[config.mk]
export PLATFORM = sky130hd
export DESIGN_NAME = twowire_trim_slave
export DESIGN_NICKNAME = d
export VERILOG_FILES = /design/src/rtl/tws_pkg.sv /design/src/rtl/tws_sync.sv /design/src/rtl/tws_regs.sv /design/src/rtl/twowire_trim_slave.sv
export SDC_FILE = /design/constraint.sdc
export NUM_CORES = 1
export LEC_CHECK = 0
export BUFFER_PORTS_ARGS = -buffer_cell sky130_fd_sc_hd__clkbuf_2
export CAP_MARGIN = 20
export CORE_AREA = 2 2 135 71
export DETAILED_ROUTE_END_ITERATION = 8
export DIE_AREA = 0 0 137 73
export HOLD_SLACK_MARGIN = 0.12
export PLACE_DENSITY = 0.73
export SYNTH_ARGS = -nofsm -noshare
export SYNTH_HDL_FRONTEND = slang
export SYNTH_SLANG_ARGS = --single-unit
[constraint.sdc]
create_clock -name clk -period 3.3 [get_ports clk]
set_input_delay 0.165 -clock clk [delete_from_list [all_inputs] [get_ports clk]]
set_output_delay 0.165 -clock clk [all_outputs]
set_load 0.01 [all_outputs]
[src/rtl/tws_pkg.sv]
package tws_pkg;
  localparam logic [3:0] DEV_TYPE = 4'b1010;
  localparam logic [2:0] SUB_BANK = 3'b111;
  localparam logic [2:0] SUB_CTRL = 3'b010;

  typedef enum logic [2:0] {
    S_IDLE, S_RX, S_ACK, S_TX, S_RACK, S_LOCK
  } tws_state_e;

  typedef enum logic {
    T_BANK, T_CTRL
  } tws_tgt_e;
endpackage

[src/rtl/tws_sync.sv]
module tws_sync #(
  parameter int STAGES = 2
) (
  input  logic clk,
  input  logic rst_n,
  input  logic scl_in,
  input  logic sda_in,
  output logic scl_q,
  output logic sda_q,
  output logic scl_rise,
  output logic scl_fall,
  output logic start_ev,
  output logic stop_ev
);
  logic [STAGES-1:0] scl_ff, sda_ff;
  logic scl_d, sda_d;

  always_ff @(posedge clk or negedge rst_n) begin
    if (!rst_n) begin
      scl_ff <= '1;
      sda_ff <= '1;
      scl_d  <= 1'b1;
      sda_d  <= 1'b1;
    end else begin
      scl_ff <= {scl_ff[STAGES-2:0], scl_in};
      sda_ff <= {sda_ff[STAGES-2:0], sda_in};
      scl_d  <= scl_ff[STAGES-1];
      sda_d  <= sda_ff[STAGES-1];
    end
  end

  assign scl_q    = scl_ff[STAGES-1];
  assign sda_q    = sda_ff[STAGES-1];
  assign scl_rise = scl_q & ~scl_d;
  assign scl_fall = ~scl_q & scl_d;
  assign start_ev = scl_q & scl_d & sda_d & ~sda_q;
  assign stop_ev  = scl_q & scl_d & ~sda_d & sda_q;
endmodule

[src/rtl/tws_regs.sv]
module tws_regs #(
  parameter int NPOT = 3,
  parameter int WW   = 8,
  localparam int PW  = (NPOT > 1) ? $clog2(NPOT) : 1
) (
  input  logic               clk,
  input  logic               rst_n,
  input  logic               wr_en,
  input  logic               wr_ctrl,
  input  logic [PW-1:0]      wr_idx,
  input  logic [7:0]         wr_data,
  input  logic               rd_ctrl,
  input  logic [PW-1:0]      rd_idx,
  output logic [7:0]         rd_data,
  output logic               wel,
  output logic [NPOT*WW-1:0] wipers,
  output logic [7:0]         ctrl
);
  localparam logic [WW-1:0] MID = WW'(1) << (WW - 1);

  logic [WW-1:0] wip [NPOT];

  always_ff @(posedge clk or negedge rst_n) begin
    if (!rst_n) ctrl <= 8'h00;
    else if (wr_en && wr_ctrl) ctrl <= wr_data;
  end

  genvar gi;
  generate
    for (gi = 0; gi < NPOT; gi++) begin : g_wiper
      always_ff @(posedge clk or negedge rst_n) begin
        if (!rst_n) wip[gi] <= MID;
        else if (wr_en && !wr_ctrl && int'(wr_idx) == gi) wip[gi] <= wr_data[WW-1:0];
      end
      assign wipers[gi*WW +: WW] = wip[gi];
    end
  endgenerate

  always_comb begin
    rd_data = 8'h00;
    if (rd_ctrl) rd_data = ctrl;
    else begin
      for (int i = 0; i < NPOT; i++)
        if (int'(rd_idx) == i) rd_data[WW-1:0] = wip[i];
    end
  end

  assign wel = ctrl[0];

  // a wiper write only arrives while the latch is set
  p_wel_gate_r7: assert property (@(posedge clk) disable iff (!rst_n)
    (wr_en && !wr_ctrl) |-> wel);
  // a wiper write never carries a reserved index
  p_ptr_range_r6: assert property (@(posedge clk) disable iff (!rst_n)
    (wr_en && !wr_ctrl) |-> (int'(wr_idx) < NPOT));
endmodule

[src/rtl/twowire_trim_slave.sv]
module twowire_trim_slave #(
  parameter int NPOT = 3,
  parameter int WW   = 8,
  parameter int SYNC = 2,
  localparam int PW  = (NPOT > 1) ? $clog2(NPOT) : 1
) (
  input  logic               clk,
  input  logic               rst_n,
  input  logic               scl_in,
  input  logic               sda_in,
  output logic               sda_pull_o,
  output logic               wr_stb_o,
  output logic               wr_csr_o,
  output logic [PW-1:0]      wr_idx_o,
  output logic [7:0]         wr_data_o,
  output logic [NPOT*WW-1:0] wiper_o,
  output logic [7:0]         csr_o
);
  import tws_pkg::*;

  logic scl_q, sda_q, scl_rise, scl_fall, start_ev, stop_ev;

  tws_sync #(.STAGES(SYNC)) u_sync (
    .clk(clk), .rst_n(rst_n), .scl_in(scl_in), .sda_in(sda_in),
    .scl_q(scl_q), .sda_q(sda_q), .scl_rise(scl_rise), .scl_fall(scl_fall),
    .start_ev(start_ev), .stop_ev(stop_ev)
  );

  tws_state_e    st;
  tws_tgt_e      tgt_q;
  logic          rd_q;
  logic [3:0]    bitcnt;
  logic [1:0]    bytenum;
  logic [7:0]    sh;
  logic [7:0]    txsh;
  logic [PW-1:0] ptr_q;
  logic          drv;
  logic          mack;

  logic          ack_ok, wr_req, wr_ctrl, byte_end, wr_go, wel;
  logic [7:0]    rd_data;

  tws_regs #(.NPOT(NPOT), .WW(WW)) u_regs (
    .clk(clk), .rst_n(rst_n),
    .wr_en(wr_go), .wr_ctrl(wr_ctrl), .wr_idx(ptr_q), .wr_data(sh),
    .rd_ctrl(tgt_q == T_CTRL), .rd_idx(ptr_q), .rd_data(rd_data),
    .wel(wel), .wipers(wiper_o), .ctrl(csr_o)
  );

  assign byte_end = (st == S_RX) && scl_fall && (bitcnt == 4'd8);

  // decide acknowledge and write effect for the byte just received
  always_comb begin
    ack_ok  = 1'b0;
    wr_req  = 1'b0;
    wr_ctrl = 1'b0;
    case (bytenum)
      2'd0: ack_ok = (sh[7:4] == DEV_TYPE) &&
                     ((sh[3:1] == SUB_BANK) || (sh[3:1] == SUB_CTRL));
      2'd1: begin
        if (tgt_q == T_CTRL) begin
          ack_ok  = 1'b1;
          wr_req  = 1'b1;
          wr_ctrl = 1'b1;
        end else begin
          ack_ok = (int'(sh[PW-1:0]) < NPOT);
        end
      end
      2'd2: begin
        if (tgt_q == T_BANK) begin
          ack_ok = 1'b1;
          wr_req = wel;
        end
      end
      default: ;
    endcase
  end

  assign wr_go = byte_end && ack_ok && wr_req;

  always_ff @(posedge clk or negedge rst_n) begin
    if (!rst_n) begin
      st      <= S_IDLE;
      tgt_q   <= T_BANK;
      rd_q    <= 1'b0;
      bitcnt  <= '0;
      bytenum <= '0;
      sh      <= '0;
      txsh    <= '0;
      ptr_q   <= '0;
      drv     <= 1'b0;
      mack    <= 1'b0;
    end else if (start_ev) begin
      st      <= S_RX;
      bitcnt  <= '0;
      bytenum <= '0;
      drv     <= 1'b0;
    end else if (stop_ev) begin
      st  <= S_IDLE;
      drv <= 1'b0;
    end else begin
      case (st)
        S_RX: begin
          if (scl_rise && bitcnt != 4'd8) begin
            sh     <= {sh[6:0], sda_q};
            bitcnt <= bitcnt + 4'd1;
          end else if (byte_end) begin
            if (ack_ok) begin
              drv <= 1'b1;
              st  <= S_ACK;
              if (bytenum == 2'd0) begin
                tgt_q <= (sh[3:1] == SUB_CTRL) ? T_CTRL : T_BANK;
                rd_q  <= sh[0];
              end
              if (bytenum == 2'd1 && tgt_q == T_BANK) ptr_q <= sh[PW-1:0];
            end else begin
              st <= S_LOCK;
            end
          end
        end
        S_ACK: begin
          if (scl_fall) begin
            bitcnt <= '0;
            if (bytenum != 2'd3) bytenum <= bytenum + 2'd1;
            if (rd_q) begin
              st   <= S_TX;
              txsh <= rd_data;
              drv  <= ~rd_data[7];
            end else begin
              st  <= S_RX;
              drv <= 1'b0;
            end
          end
        end
        S_TX: begin
          if (scl_fall) begin
            if (bitcnt == 4'd7) begin
              drv  <= 1'b0;
              mack <= 1'b0;
              st   <= S_RACK;
            end else begin
              txsh   <= {txsh[6:0], 1'b0};
              drv    <= ~txsh[6];
              bitcnt <= bitcnt + 4'd1;
            end
          end
        end
        S_RACK: begin
          if (scl_rise) mack <= ~sda_q;
          else if (scl_fall) begin
            if (mack) begin
              st     <= S_TX;
              bitcnt <= '0;
              txsh   <= rd_data;
              drv    <= ~rd_data[7];
            end else begin
              st <= S_LOCK;
            end
          end
        end
        default: ;
      endcase
    end
  end

  always_ff @(posedge clk or negedge rst_n) begin
    if (!rst_n) begin
      wr_stb_o  <= 1'b0;
      wr_csr_o  <= 1'b0;
      wr_idx_o  <= '0;
      wr_data_o <= '0;
    end else begin
      wr_stb_o  <= wr_go;
      wr_csr_o  <= wr_ctrl;
      wr_idx_o  <= ptr_q;
      wr_data_o <= sh;
    end
  end

  assign sda_pull_o = drv;

  // the pull-down only starts while the clock line is low
  p_drive_on_low_r4: assert property (@(posedge clk) disable iff (!rst_n)
    $rose(drv) |-> !scl_q);
  // a refused transaction keeps the line released
  p_lock_quiet_r2: assert property (@(posedge clk) disable iff (!rst_n)
    (st == S_LOCK) |-> !drv);
  // the master's acknowledge slot is never driven by the slave
  p_rack_free_r8: assert property (@(posedge clk) disable iff (!rst_n)
    (st == S_RACK) |-> !drv);
  // every write strobe lasts one cycle
  p_strobe_single_r5: assert property (@(posedge clk) disable iff (!rst_n)
    wr_stb_o |=> !wr_stb_o);
endmodule

==> impl_metrics.csv, run 1 <==
group,metric,value,unit
cells_and_area,insertedDiodeCount,0,
power_and_ir_drop,power.switching,1.02,mW
power_and_ir_drop,p_comb_share,25.5,%
logic_synthesis,synth_area_leaders,"dfrtp_1 46%, mux2_2 13%, dfstp_2 6.1%, mux2i_1 3.4%, ha_1 2.3%",
logic_synthesis,synth_most_common_cell,"dfrtp_1",
logic_synthesis,synthDistinctLibCells,58,
cells_and_area,utilization,50.6,%
sta,fin_setup_tns,0,ns
die,core,9010,um^2
sta,worst_pin_slew,0.751,ns
power_and_ir_drop,pwr-share-clk,29.3,%
cells_and_area,nets,389,
logic_synthesis,synth-edff-count,0,
clocking,clk_pin_slew_worst_paths,0.05,ns
logic_synthesis,syn_nets,339,
cells_and_area,multi_input_area,1760,um^2
critical_path,worst-r2r-setup-slack,0.64,ns
cells_and_area,nFillCells,809,
power_and_ir_drop,seqPwrFrac,45.2,%
critical_path,startpoint,"bytenum[0]",
clocking,cts.path.max_buffers,2,
drt,wl,9.79,mm
sta,setup_viol,0,
place,gp_congestion,0.886,
power_and_ir_drop,power_density,669,nW/um^2
sta,fmax,0.377,GHz
drt,drtAntennaViolNets,0,
logic_synthesis,synth_top_area_share,45.8,%
critical_path,r2r_start,"bytenum[0]",
sta,finalCriticalPeriod,2.66,ns
power_and_ir_drop,p_leak,2.20,nW
cells_and_area,drive_above_1_share,34.0,%
critical_path,worst_setup_path_end_kind,"flop",
logic_synthesis,synth_area_leader_cell,"dfrtp_1",
logic_synthesis,syn-cell-area,3880,um^2
clocking,cts_sinks,80,
drt,firstDrtPassIters,4,
sta,rsz0062_at_grt,"false",
power_and_ir_drop,p_sw_share,33.5,%
clocking,clockRootBuffer,"clkbuf_16",
logic_synthesis,netlist_instances,328,
run_status,status,"complete, no violations",
logic_synthesis,async_flop_share,100,%
drt,dr_total_vias,2905,
die,dieArea,10000,um^2
logic_synthesis,synth_common_cells,"71 x dfrtp_1, 46 x mux2_2, 23 x nor2_1, 13 x mux2i_1, 13 x nand2_1",
cells_and_area,register_area,2010,um^2
drt,routed_via_density,5.78,
logic_synthesis,syn_area_per_cell,11.8,um^2
sta,drv_slew,0,
grt,grt_pass1_wl,16.0,mm
power_and_ir_drop,p_int,2.03,mW
clocking,insertion_delay,0.33,ns
sta,clock_skew,0.00712,ns
place,port-buffer-count,48,
place,hpwl,7.07,mm
critical_path,required,3.51,ns
sta,slew-limit-headroom,49.8,%
grt,grt_overflow,0,
logic_synthesis,synth_flop_cell,"dfrtp_1",
clocking,post_cts_buffers,0,
grt,antenna_found_initial,0,
die,io_pins,49,
die,fp.dieH,73,um
drt,drt-initial-drc-count,278,
critical_path,crit_path_max_fanout,8,
drt,avgRoutedWirePerCell,19.5,um
grt,grt_max_degree,81,
clocking,h-tree-depth,3,
critical_path,worst_setup_path_start_kind,"flop",
die,initial_core_util,43.1,%
logic_synthesis,synth_seq_cells,80,
drt,drc_errors,0,
grt,first_global_vias,2811,
sta,hold_viol_final,0,
logic_synthesis,yosysWarnings,0,
min_path,min_path_type,"in -> async",
clocking,cts_tree,"done",
clocking,cts_buffers,9,
grt,track_usage,21.5,%
sta,finalCritPeriodShare,80.5,%
die,rows,25,
critical_path,critPathArrivalTime,2.87,ns
power_and_ir_drop,worst_ir_drop_vdd,347,uV
cells_and_area,syn2layout_area_growth,17.3,%
logic_synthesis,ys_seq_area_share,51.9,%
die,die_w,137,um
job,maxCapViolCount,0,
critical_path,critical_path_class,"reg -> reg",
## placed cells by master (no fill, tap or decap), types with 5 or more instances in the layout
master,count
clkbuf_2,47
dfrtp_1,71
nor2b_1,5
mux2_2,46
nand2_1,13
nor2_1,23
nand4_1,5
nand3_1,5
ha_1,7
o2bb2ai_1,5
a211oi_1,10
a21o_1,10
clkbuf_16,9
o21ai_0,6
dfstp_2,9
a21oi_1,9
inv_1,11
mux2i_1,13
## repair_timing
action                                 CTS  global route
gates resized for setup                  0             0
endpoints found under the hold margin   73             0
hold buffers                             3             0
## registers in the layout, indices dropped and copies added (netlist names)
signal and count:
ptr_q 2, wr_data_o 8, mack 1, tgt_q 1, txsh 7, u_sync.scl_ff 2, rd_q 1, u_regs.wipers 24
sh 8, u_sync.scl_d 1, wr_csr_o 1, wr_stb_o 1, sda_pull_o 1, bytenum 2, wr_idx_o 2, bitcnt 4
st 3, u_sync.sda_ff 2, u_sync.sda_d 1, u_regs.ctrl 8
## cells by family (layout without fill, tap and decap cells)
kind of cell | Yosys count | in the layout | share of synthesized area, %
flops | 80 | 80 | 51.9
compound gates | 70 | 70 | 13.9
buf+inv | 27 | 81 | 2.84
fa+ha+maj | 7 | 7 | 2.26
mux | 59 | 59 | 16.7
xor+xnor | 2 | 2 | 0.451
simple gates | 83 | 83 | 12.0
## final cells by class
cell class              count  area share (%)
clock buffers              12            5.41
well taps                 121            3.32
clock inverters             3           0.467
multi-input cells         221            38.6
repair buffers             55            7.09
inverters                  11           0.907
flip-flops and latches     80            44.2
## path summary, 6_finish.rpt
path / to / cells past startpoint
setup / recovery: u_regs.wipers[8] / 7
hold / removal: st[0] / 2
setup reg to reg: u_regs.wipers[8] / 7
hold reg to reg: u_sync.sda_ff[1] / 0
max in group asynchronous: u_sync.scl_ff[0] / 3
min in group clk: u_sync.sda_ff[1] / 0
## power by group through the flow
stage	sequential (mW)	combinational (mW)	clock [mW]
2_1_floorplan	1.28	0.591	0
3_3_place_gp	1.38	0.744	0
3_5_place_dp	1.38	0.753	0
4_1_cts	1.37	0.762	0.904
5_1_grt	1.40	0.857	0.954
6_report	1.38	0.777	0.894
## stage by stage
step	total power, mW	instance area (um^2)	setup slack, ns	hold slack [ns]	cells
global placement	2.12	4230	0.743	0.256	484
global route	3.22	4550	0.453	0.190	503
finish	3.05	4550	0.645	0.188	503
floorplan	1.87	3880	0.959	-0.131	328
CTS	3.04	4530	0.649	0.360	502
detailed placement	2.14	4230	0.669	0.255	484
## worst max-delay path: stages (launching register included)
cell	delay [ns]
dfrtp_1	0.44
inv_1	0.11
ha_1	0.19
and4b_1	0.19
nand4_1	0.27
a2111oi_4	0.59
nand4b_2	0.36
mux2_2	0.39
## metal layers
layer / vias up / track usage [%] / part of all wire [%]
met2: 115 / 28.7 / 40
met1: 1473 / 33.9 / 51
met4: 0 / 5.04 / 0.91
li1: 1306 / - / -
met5: - / 0 / 0
met3: 11 / 6.04 / 7.1
Power figures use the tool's default switching activity.
==> inputs of run 2 (changes only) <==
- ABC_AREA: not set -> 1
- clock period: 3.3 -> 2.65 ns (I/O delays scaled with it)
==> run 2 against run 1 <==
Clock power is 48% higher. Synthesized cell count increased by 43%. Via count grew 20%. Core utilization is 0.17 points higher. First-iteration DRC count is 72% higher. Setup slack got worse by 0.067 ns. Clock skew is 0.0049 ns higher.
==> impl_metrics.csv, run 2 <==
group,metric,value,unit
min_path,hold_start,"u_sync.sda_ff[0]",
sta,hold_viol_final,0,
drt,wl_met1,5.04,mm
drt,drc_errors,0,
cells_and_area,syn2layout_area_growth,16.6,%
place,placed_cells,629,
job,maxCapViolCount,0,
clocking,cts_tree,"done",
drt,dr_total_vias,3490,
clocking,insertion_delay,0.34,ns
logic_synthesis,netlist_instances,469,
sta,clock_skew,0.0120,ns
die,fp.dieH,73,um
critical_path,worst_setup_path_start_kind,"flop",
die,die_w,137,um
grt,grt_overflow,0,
drt,firstDrtPassIters,6,
critical_path,worst_r2r_path_depth,11,
logic_synthesis,synth_top_area_share,45.4,%
logic_synthesis,syn-cell-area,3920,um^2
clocking,cts.path.max_buffers,2,
logic_synthesis,synth_common_cells,"169 x nand2_1, 71 x dfrtp_1, 40 x nand3_1, 37 x inv_1, 26 x nand4_1",
critical_path,worst_setup_path_end_kind,"flop",
power_and_ir_drop,p_leak,2.40,nW
min_path,holdPathStages,0,
die,dieArea,10000,um^2
cells_and_area,largest_reg_flops,24,
logic_synthesis,synth_area_leader_cell,"dfrtp_1",
place,dp_slack,0.602,ns
grt,first_global_vias,3042,
clocking,post_cts_resize_count,0,
critical_path,reg2reg_to,"u_regs.wipers[20]",
grt,grt_max_degree,81,
min_path,min_path_type,"reg -> reg",
drt,wl_met2,3.97,mm
clocking,h-tree-depth,3,
die,core,9010,um^2
logic_synthesis,syn_nets,480,
logic_synthesis,synth-edff-count,0,
clocking,cts_sinks,80,
power_and_ir_drop,fin_total_pwr,3.87,mW
clocking,cts_buffers,9,
logic_synthesis,synth_area_leaders,"dfrtp_1 45%, nand2_1 16%, dfstp_2 6.0%, nand3_1 5.1%, nand4_1 4.2%",
cells_and_area,nets,533,
cells_and_area,nFillCells,885,
cells_and_area,drive_above_1_share,19.2,%
die,initial_core_util,43.5,%
die,rows,25,
logic_synthesis,synthDistinctLibCells,32,
sta,fmax,0.483,GHz
drt,drtAntennaViolNets,0,
critical_path,critPathArrivalTime,2.31,ns
grt,grt_pass1_wl,16.3,mm
grt,antenna_found_initial,0,
clocking,clk_pin_slew_worst_paths,0.06,ns
logic_synthesis,syn_area_per_cell,8.35,um^2
critical_path,worst-r2r-setup-slack,0.58,ns
drt,drt-initial-drc-count,478,
logic_synthesis,ys_seq_area_share,51.4,%
cells_and_area,finalNonFillerCells,648,
critical_path,critical_path_class,"reg -> reg",
place,port-buffer-count,48,
sta,setup_slack,0.578,ns
sta,finalCritPeriodShare,78.2,%
cells_and_area,utilization,50.7,%
logic_synthesis,async_flop_share,100,%
drt,avgRoutedWirePerCell,15.7,um
logic_synthesis,synth_most_common_cell,"nand2_1",
sta,setup_viol,0,
die,io_pins,49,
drt,wl_met3,1.08,mm
sta,rsz0062_at_grt,"false",
power_and_ir_drop,worst_ir_drop_vdd,489,uV
sta,worst_pin_slew,0.990,ns
sta,slew-limit-headroom,34.0,%
grt,track_usage,22.2,%
cells_and_area,final_common_cell,"nand2_1",
run_status,status,"complete, no violations",
critical_path,crit_path_max_fanout,16,
logic_synthesis,synth_flop_cell,"dfrtp_1",
sta,drv_slew,0,
power_and_ir_drop,power_density,848,nW/um^2
clocking,clockRootBuffer,"clkbuf_16",
critical_path,required,2.89,ns
place,hpwl,7.35,mm
place,gp_congestion,0.993,
critical_path,r2r_start,"bytenum[1]",
drt,wl,10.2,mm
sta,fin_setup_tns,0,ns
sta,finalCriticalPeriod,2.07,ns
drt,dr.max_layer_used,"met4",
logic_synthesis,yosysWarnings,0,
drt,routed_via_density,5.39,
min_path,whs_endpoint,"u_sync.sda_ff[1]",
logic_synthesis,synth_seq_cells,80,
cells_and_area,final_cell_mix,"169 x nand2_1, 71 x dfrtp_1, 47 x clkbuf_2",
cells_and_area,insertedDiodeCount,0,
-- run 2: cell count changes after synthesis, moves of 10 or more --
cell      before  now
nand2_1       13  169
mux2_2        46    0
nand3_1        5   40
inv_1         11   37
nand4_1        5   26
o21ai_0        6   20
mux2i_1       13    0
o21ai_1        0   12
a211oi_1      10    0
a21o_1        10    0
-- run 2: worst max-delay path by stage --
stage               cells after the start                 to  startpoint
global placement                       11              st[1]   bitcnt[0]
detailed placement                     11  u_regs.wipers[20]  bytenum[1]
CTS                                    11  u_regs.wipers[20]  bytenum[1]
floorplan                              11              st[1]   bitcnt[0]
finish                                 11  u_regs.wipers[20]  bytenum[1]
global route                           11              st[0]   bitcnt[0]
-- run 2: per-layer routing --
metal	vias up	GRT usage [%]
met3	14	7.50
met5	-	0
li1	1641	-
met1	1666	35.1
met2	169	28.3
met4	0	6.07
-- run 2: cell type report --
type	count	area, um^2	area share, %
flip-flops and latches	80	2010	44.1
multi-input cells	330	1610	35.2
repair buffers	57	318	6.96
clock buffers	11	233	5.09
inverters	44	165	3.61
well taps	121	151	3.31
clock inverters	5	81.3	1.78
-- run 2: logic make-up (layout without fill, tap and decap cells) --
| kind of cell | after synthesis | after routing | share of synthesized area [%] |
|---|---|---|---|
| buf+inv | 59 | 117 | 7.57 |
| simple gates | 273 | 273 | 31.7 |
| flops | 80 | 80 | 51.4 |
| compound gates | 49 | 49 | 6.93 |
| xor+xnor | 1 | 1 | 0.224 |
| fa+ha+maj | 7 | 7 | 2.24 |
-- run 2: where the power goes --
group	switching, mW	internal [mW]
logic	0.617	0.292
clock network	0.498	0.827
registers	0.233	1.41
-- run 2: stage by stage --
step | hold WS, ns | cell area (um^2)
finish | 0.351 | 4570
global route | 0.354 | 4570
CTS | 0.355 | 4570
detailed placement | 0.221 | 4230
global placement | 0.221 | 4230
floorplan | -0.163 | 3920
-- run 2: worst max-delay path, stage by stage (launching register included) --
cell and delay, ns:
dfrtp_1 0.43, inv_1 0.09, ha_1 0.20, inv_1 0.07, a21oi_1 0.14, nor2_1 0.07, nand2_1 0.11, nand2_2 0.11
nor2_8 0.25, nand3_1 0.30, nand2_1 0.14, nand2_1 0.06
-- run 2: repair_timing --
action	in CTS	in global routing
buffers inserted	0	0
hold endpoints to repair	73	0
hold buffers	3	0
